**config.mk**
```make
export PLATFORM = sky130hd
export DESIGN_NAME = conv_cmd_reg
export DESIGN_NICKNAME = d
export VERILOG_FILES = /design/src/rtl/conv_cmd_pkg.sv /design/src/rtl/conv_cfg_guard.sv /design/src/rtl/conv_cmd_accept.sv /design/src/rtl/conv_cmd_clear.sv /design/src/rtl/conv_cmd_reg.sv
export SDC_FILE = /design/constraint.sdc
export NUM_CORES = 1
export LEC_CHECK = 0
export BUFFER_PORTS_ARGS = -buffer_cell sky130_fd_sc_hd__buf_2
export CAP_MARGIN = 20
export CORE_ASPECT_RATIO = 1.1
export CORE_UTILIZATION = 28
export DETAILED_ROUTE_END_ITERATION = 7
export HOLD_SLACK_MARGIN = 0.08
export PLACE_DENSITY = 0.76
export SLEW_MARGIN = 5
export SYNTH_ARGS = -nofsm -noshare
export SYNTH_HDL_FRONTEND = slang
export SYNTH_HIERARCHICAL = 1
export SYNTH_SLANG_ARGS = --single-unit
```
**constraint.sdc**
```tcl
create_clock -name clk_i -period 1.4 [get_ports clk_i]
set_input_delay 0.14 -clock clk_i [delete_from_list [all_inputs] [get_ports clk_i]]
set_output_delay 0.14 -clock clk_i [all_outputs]
set_load 0.1 [all_outputs]
```
**src/rtl/conv_cmd_pkg.sv**
```systemverilog
package conv_cmd_pkg;

    localparam int unsigned REG_W     = 32;
    localparam int unsigned POS_EN    = 0;
    localparam int unsigned POS_DIS   = 1;
    localparam int unsigned POS_START = 2;
    localparam int unsigned POS_STOP  = 4;
    localparam int unsigned POS_VREG  = 28;
    localparam int unsigned POS_CAL   = 31;
    localparam int unsigned TRIG_W    = 2;

    typedef struct packed {
        logic en;
        logic dis;
        logic start;
        logic stop;
        logic cal;
        logic vreg;
    } cmd_state_t;

    typedef struct packed {
        logic en;
        logic dis;
        logic start;
        logic stop;
        logic cal;
        logic vreg_wr;
    } cmd_set_t;

    typedef struct packed {
        logic en;
        logic dis;
        logic start;
        logic stop;
        logic cal;
    } cmd_clr_t;

    typedef struct packed {
        logic eoc;
        logic eos;
        logic cal_done;
        logic dis_done;
        logic stop_done;
    } core_evt_t;

    function automatic logic cmd_idle(cmd_state_t s);
        return !(s.en || s.dis || s.start || s.stop || s.cal);
    endfunction

endpackage

```
**src/rtl/conv_cfg_guard.sv**
```systemverilog
module conv_cfg_guard (
    input  logic clk_i,
    input  logic rst_ni,
    input  logic cfg_change_i,
    input  logic cfg_ready_i,
    output logic pending_o
);

    logic pend_d, pend_q;

    always_comb begin
        pend_d = pend_q;
        if (cfg_ready_i)  pend_d = 1'b0;
        if (cfg_change_i) pend_d = 1'b1;
    end

    always_ff @(posedge clk_i) begin
        if (!rst_ni) pend_q <= 1'b0;
        else         pend_q <= pend_d;
    end

    assign pending_o = pend_q;

endmodule

```
**src/rtl/conv_cmd_accept.sv**
```systemverilog
module conv_cmd_accept
    import conv_cmd_pkg::*;
#(
    parameter int unsigned DW = REG_W
) (
    input  logic          wr_en_i,
    input  logic [DW-1:0] wr_data_i,
    input  cmd_state_t    state_i,
    input  logic          cfg_pending_i,
    output cmd_set_t      set_o
);

    logic idle;

    always_comb begin
        idle          = cmd_idle(state_i);
        set_o         = '0;
        set_o.cal     = wr_en_i && wr_data_i[POS_CAL] && idle;
        set_o.en      = wr_en_i && wr_data_i[POS_EN] && idle && !wr_data_i[POS_CAL];
        set_o.dis     = wr_en_i && wr_data_i[POS_DIS] && state_i.en && !state_i.start;
        set_o.start   = wr_en_i && wr_data_i[POS_START] && state_i.en && !state_i.dis
                        && !cfg_pending_i;
        set_o.stop    = wr_en_i && wr_data_i[POS_STOP] && state_i.start && !state_i.dis;
        set_o.vreg_wr = wr_en_i && idle;
    end

endmodule

```
**src/rtl/conv_cmd_clear.sv**
```systemverilog
module conv_cmd_clear
    import conv_cmd_pkg::*;
#(
    parameter int unsigned TW = TRIG_W
) (
    input  cmd_state_t    state_i,
    input  core_evt_t     evt_i,
    input  logic          cont_i,
    input  logic          disc_i,
    input  logic [TW-1:0] trig_sel_i,
    output cmd_clr_t      clr_o
);

    logic sw_single;
    logic seq_end;

    always_comb begin
        sw_single   = (trig_sel_i == '0) && !cont_i;
        seq_end     = disc_i ? evt_i.eoc : evt_i.eos;
        clr_o       = '0;
        clr_o.cal   = state_i.cal  && evt_i.cal_done;
        clr_o.dis   = state_i.dis  && evt_i.dis_done;
        clr_o.en    = clr_o.dis;
        clr_o.stop  = state_i.stop && evt_i.stop_done;
        clr_o.start = clr_o.stop || (state_i.start && sw_single && seq_end);
    end

endmodule

```
**src/rtl/conv_cmd_reg.sv**
```systemverilog
module conv_cmd_reg
    import conv_cmd_pkg::*;
#(
    parameter int unsigned DW = REG_W,
    parameter int unsigned TW = TRIG_W
) (
    input  logic          clk_i,
    input  logic          rst_ni,
    input  logic          wr_en_i,
    input  logic [DW-1:0] wr_data_i,
    output logic [DW-1:0] rd_data_o,
    input  logic          cfg_change_i,
    input  logic          cfg_ready_i,
    input  logic          eoc_i,
    input  logic          eos_i,
    input  logic          cal_done_i,
    input  logic          dis_done_i,
    input  logic          stop_done_i,
    input  logic          cont_i,
    input  logic          disc_i,
    input  logic [TW-1:0] trig_sel_i,
    output logic          en_o,
    output logic          dis_o,
    output logic          start_o,
    output logic          stop_o,
    output logic          cal_o,
    output logic          vreg_o
);

    cmd_state_t st_d, st_q;
    cmd_set_t   set_req;
    cmd_clr_t   clr_req;
    core_evt_t  evt;
    logic       cfg_pending;

    assign evt = '{eoc: eoc_i, eos: eos_i, cal_done: cal_done_i,
                   dis_done: dis_done_i, stop_done: stop_done_i};

    conv_cfg_guard u_guard (
        .clk_i        (clk_i),
        .rst_ni       (rst_ni),
        .cfg_change_i (cfg_change_i),
        .cfg_ready_i  (cfg_ready_i),
        .pending_o    (cfg_pending)
    );

    conv_cmd_accept #(.DW(DW)) u_accept (
        .wr_en_i       (wr_en_i),
        .wr_data_i     (wr_data_i),
        .state_i       (st_q),
        .cfg_pending_i (cfg_pending),
        .set_o         (set_req)
    );

    conv_cmd_clear #(.TW(TW)) u_clear (
        .state_i    (st_q),
        .evt_i      (evt),
        .cont_i     (cont_i),
        .disc_i     (disc_i),
        .trig_sel_i (trig_sel_i),
        .clr_o      (clr_req)
    );

    // Sets first, clears last: a clear wins over a set on the same bit.
    always_comb begin
        st_d = st_q;
        if (set_req.en)      st_d.en    = 1'b1;
        if (set_req.dis)     st_d.dis   = 1'b1;
        if (set_req.start)   st_d.start = 1'b1;
        if (set_req.stop)    st_d.stop  = 1'b1;
        if (set_req.cal)     st_d.cal   = 1'b1;
        if (set_req.vreg_wr) st_d.vreg  = wr_data_i[POS_VREG];
        if (clr_req.en)      st_d.en    = 1'b0;
        if (clr_req.dis)     st_d.dis   = 1'b0;
        if (clr_req.start)   st_d.start = 1'b0;
        if (clr_req.stop)    st_d.stop  = 1'b0;
        if (clr_req.cal)     st_d.cal   = 1'b0;
    end

    always_ff @(posedge clk_i) begin
        if (!rst_ni) st_q <= '0;
        else         st_q <= st_d;
    end

    always_comb begin
        rd_data_o            = '0;
        rd_data_o[POS_EN]    = st_q.en;
        rd_data_o[POS_DIS]   = st_q.dis;
        rd_data_o[POS_START] = st_q.start;
        rd_data_o[POS_STOP]  = st_q.stop;
        rd_data_o[POS_VREG]  = st_q.vreg;
        rd_data_o[POS_CAL]   = st_q.cal;
    end

    assign en_o    = st_q.en;
    assign dis_o   = st_q.dis;
    assign start_o = st_q.start;
    assign stop_o  = st_q.stop;
    assign cal_o   = st_q.cal;
    assign vreg_o  = st_q.vreg;

    assert_en_from_idle_R3: assert property (@(posedge clk_i) disable iff (!rst_ni)
        $rose(st_q.en) |-> $past(!st_q.dis && !st_q.start && !st_q.stop && !st_q.cal));

    assert_dis_clears_en_R4: assert property (@(posedge clk_i) disable iff (!rst_ni)
        $fell(st_q.dis) |-> $fell(st_q.en));

    assert_start_needs_en_R5: assert property (@(posedge clk_i) disable iff (!rst_ni)
        $rose(st_q.start) |-> $past(st_q.en && !st_q.dis && !cfg_pending));

    assert_stop_clears_start_R8: assert property (@(posedge clk_i) disable iff (!rst_ni)
        $fell(st_q.stop) |-> !st_q.start);

    assert_cal_done_R9: assert property (@(posedge clk_i) disable iff (!rst_ni)
        (cal_done_i && st_q.cal) |=> !st_q.cal);

    assert_vreg_hold_R10: assert property (@(posedge clk_i) disable iff (!rst_ni)
        $fell(st_q.vreg) |-> $past(!st_q.en));

    assert_en_cal_exclusive_R13: assert property (@(posedge clk_i) disable iff (!rst_ni)
        !(st_q.en && st_q.cal));

endmodule

```
==> flow_metrics.tcl <==
set metrics [dict create \
    outcome "finished, violations left" \
    violations "setup timing" \
    setup_violations 3 \
    nNetsFinal 151 \
    nFillCells 240 \
    syn_area_um2 633.1 \
    crit_slowest_cell "or4_4" \
    finalCritPeriodShare 1.110 \
    clkTransAtPathRegs_ps 50 \
    gp_congestion 0.7582 \
    power_density_nw_per_um2 1221 \
    finalHoldViolations 0 \
    synth_top_area_share 0.3913 \
    viasPerCell 3.667 \
    cp_max_fo 2 \
    globalRouteOverflowTotal 0 \
    grt_pass1_wl_um 1531 \
    coreArea_um2 2063 \
    grt_util_all_layers 0.09544 \
    setup_slack_ps -154.1 \
    synth_cell_types 20 \
    cap_violations 0 \
    ys_top_cells_by_area "buf_4 39%, dfxtp_1 22%, nor3b_2 9.9%, nor2_1 4.2%, and2_1 3.0%" \
    place_ws_ps -83.74 \
    r2r_setup_slack_ps -150 \
    ys_ff_latch 7 \
    arrival_ps 1720 \
    die_x_um 47.34 \
    antenna_found_initial 0 \
    required_ps 1570 \
    netlist_instances 72 \
    cts_tree "built" \
    dp_hpwl_um 974.3 \
    period_needed_ps 1554 \
    clock_sinks 7 \
    rows 17 \
    p_total_mw 0.9224 \
    yosysTopAreaCell "buf_4" \
    yosysWarnings 6 \
    dieArea_um2 2456 \
    clock_skew_ps 0.5927 \
    syn_to_final_growth_pct 19.37 \
    cts_root_buffer "clkbuf_4" \
    crit_path_cell_trace "or4_4, buf_4, nor3_1, nor2_1, nor3b_2" \
    drive_gt1_frac 0.5385 \
    fp.dieH_um 51.87 \
    hold_slack_ps 109.7 \
    insertion_delay_ps 240 \
    cts.htree.levels 1 \
    slew_violations 0 \
    antenna_left 0 \
    cts_hold_buf 0 \
    final_common_cell "buf_2" \
    drc 0 \
    crit_path_start_kind "register" \
    tns_ps -319.9 \
    final_cell_mix "31 x buf_2, 26 x conb_1, 6 x nor2_1" \
    fmax_ghz 0.6435 \
    antenna_cells 0 \
    rsz0062_at_grt "yes" \
    initial_utilization 0.3069 \
    wl_per_cell_um 9.038 \
    syn_area_per_cell_um2 8.793 \
    seq_area_frac_synth 0.2213 \
    drt-total-wl_um 1193 \
    io_pins 84 \
    grt_max_degree 8 \
    ir_drop_v 0.0005225 \
    leakagePower_nw 0.4180 \
    cts_buffers 3 \
    postLayoutCoreUtil 0.3663 \
    clk_path_buf_depth 2 \
    cpPeakStageDelay_ps 540 \
    drt_iter0_drc 0 \
    grt_pass1_vias 363 \
    vias 484 \
    cp-end-kind "register" \
    io_buffers 31 \
    crit_type "register to register" \
    hp-class "input pin to register" \
    dr.pass1.iters 1 \
]
worst max-delay path: cells and delay by family (launching register included):
| kind | cells | cell delay (ps) |
|---|---|---|
| and+or+nand+nor | 4 | 970 |
| DFF | 1 | 340 |
| buffers and inverters | 1 | 160 |
registers in the layout (all words and copies together), names as in the netlist:
register / flops
cal_o: 1
dis_o: 1
en_o: 1
start_o: 1
stop_o: 1
u_guard/pending_o: 1
vreg_o: 1
cell usage after synthesis:
master	n
nor3_1	2
nor4b_1	1
dfxtp_1	7
mux2_4	1
a21o_1	1
nor2b_1	1
conb_1	1
buf_4	33
and2_1	3
and4b_2	1
nor4b_2	1
nor2_1	7
nor3b_2	5
mux2i_1	1
nor2b_4	1
o21a_1	1
inv_1	1
nand2_1	2
or4_4	1
nand2b_1	1
where the power goes:
part           switching, mW  internal [mW]
clock network         0.0734          0.109
registers            0.00603          0.206
logic                  0.458         0.0696
total                  0.538          0.385
routing by layer:
| metal | global-route usage | vias to the layer above | routed length [um] |
|---|---|---|---|
| li1 | - | 237 | - |
| met1 | 0.09684 | 214 | 420 |
| met2 | 0.1553 | 31 | 645 |
| met3 | 0.03125 | 2 | 116 |
| met4 | 0.07143 | 0 | 10 |
| met5 | 0 | - | 0 |
kinds of logic after synthesis:
group,after synthesis,share of synthesized area
DFF,7,0.2213
muxes,2,0.03952
and+or+nand+nor,26,0.3123
AOI/OAI and AO/OA,2,0.02372
buffers and inverters,34,0.3972
other,1,0.005923
timing repair:
item,CTS,global route
setup buffers,0,1
resized for setup,0,2
hold endpoints to repair,0,0
setup endpoints to repair,2,3
gates cloned,0,0
final timing paths:
| check | startpoint | end | depth (start not counted) |
|---|---|---|---|
| worst min register to register | vreg_o$_SDFFE_PN0P_ | vreg_o$_SDFFE_PN0P_ | 2 |
| worst max-delay path | cal_o$_SDFFE_PP0P_ | cal_o$_SDFFE_PP0P_ | 5 |
| worst min-delay path | cfg_change_i | u_guard/pending_o$_SDFFE_PN0P_ | 2 |
| worst max register to register | cal_o$_SDFFE_PP0P_ | cal_o$_SDFFE_PP0P_ | 5 |
through the flow:
step / cell area (um2) / cells
after floorplan: 742.0 / 97
after global placement: 714.4 / 127
after detailed placement: 714.4 / 127
after CTS: 740.7 / 131
after global routing: 755.7 / 132
final: 755.7 / 132
layout make-up:
cell class / count / area, um2 / area share
well taps: 28 / 35.03 / 0.04636
inverters: 1 / 3.754 / 0.004967
repair buffers: 36 / 192.7 / 0.2550
multi-input cells: 56 / 342.8 / 0.4536
clock buffers: 4 / 26.28 / 0.03477
flip-flops and latches: 7 / 155.1 / 0.2053
No activity file was read; power rests on OpenSTA's default activity.
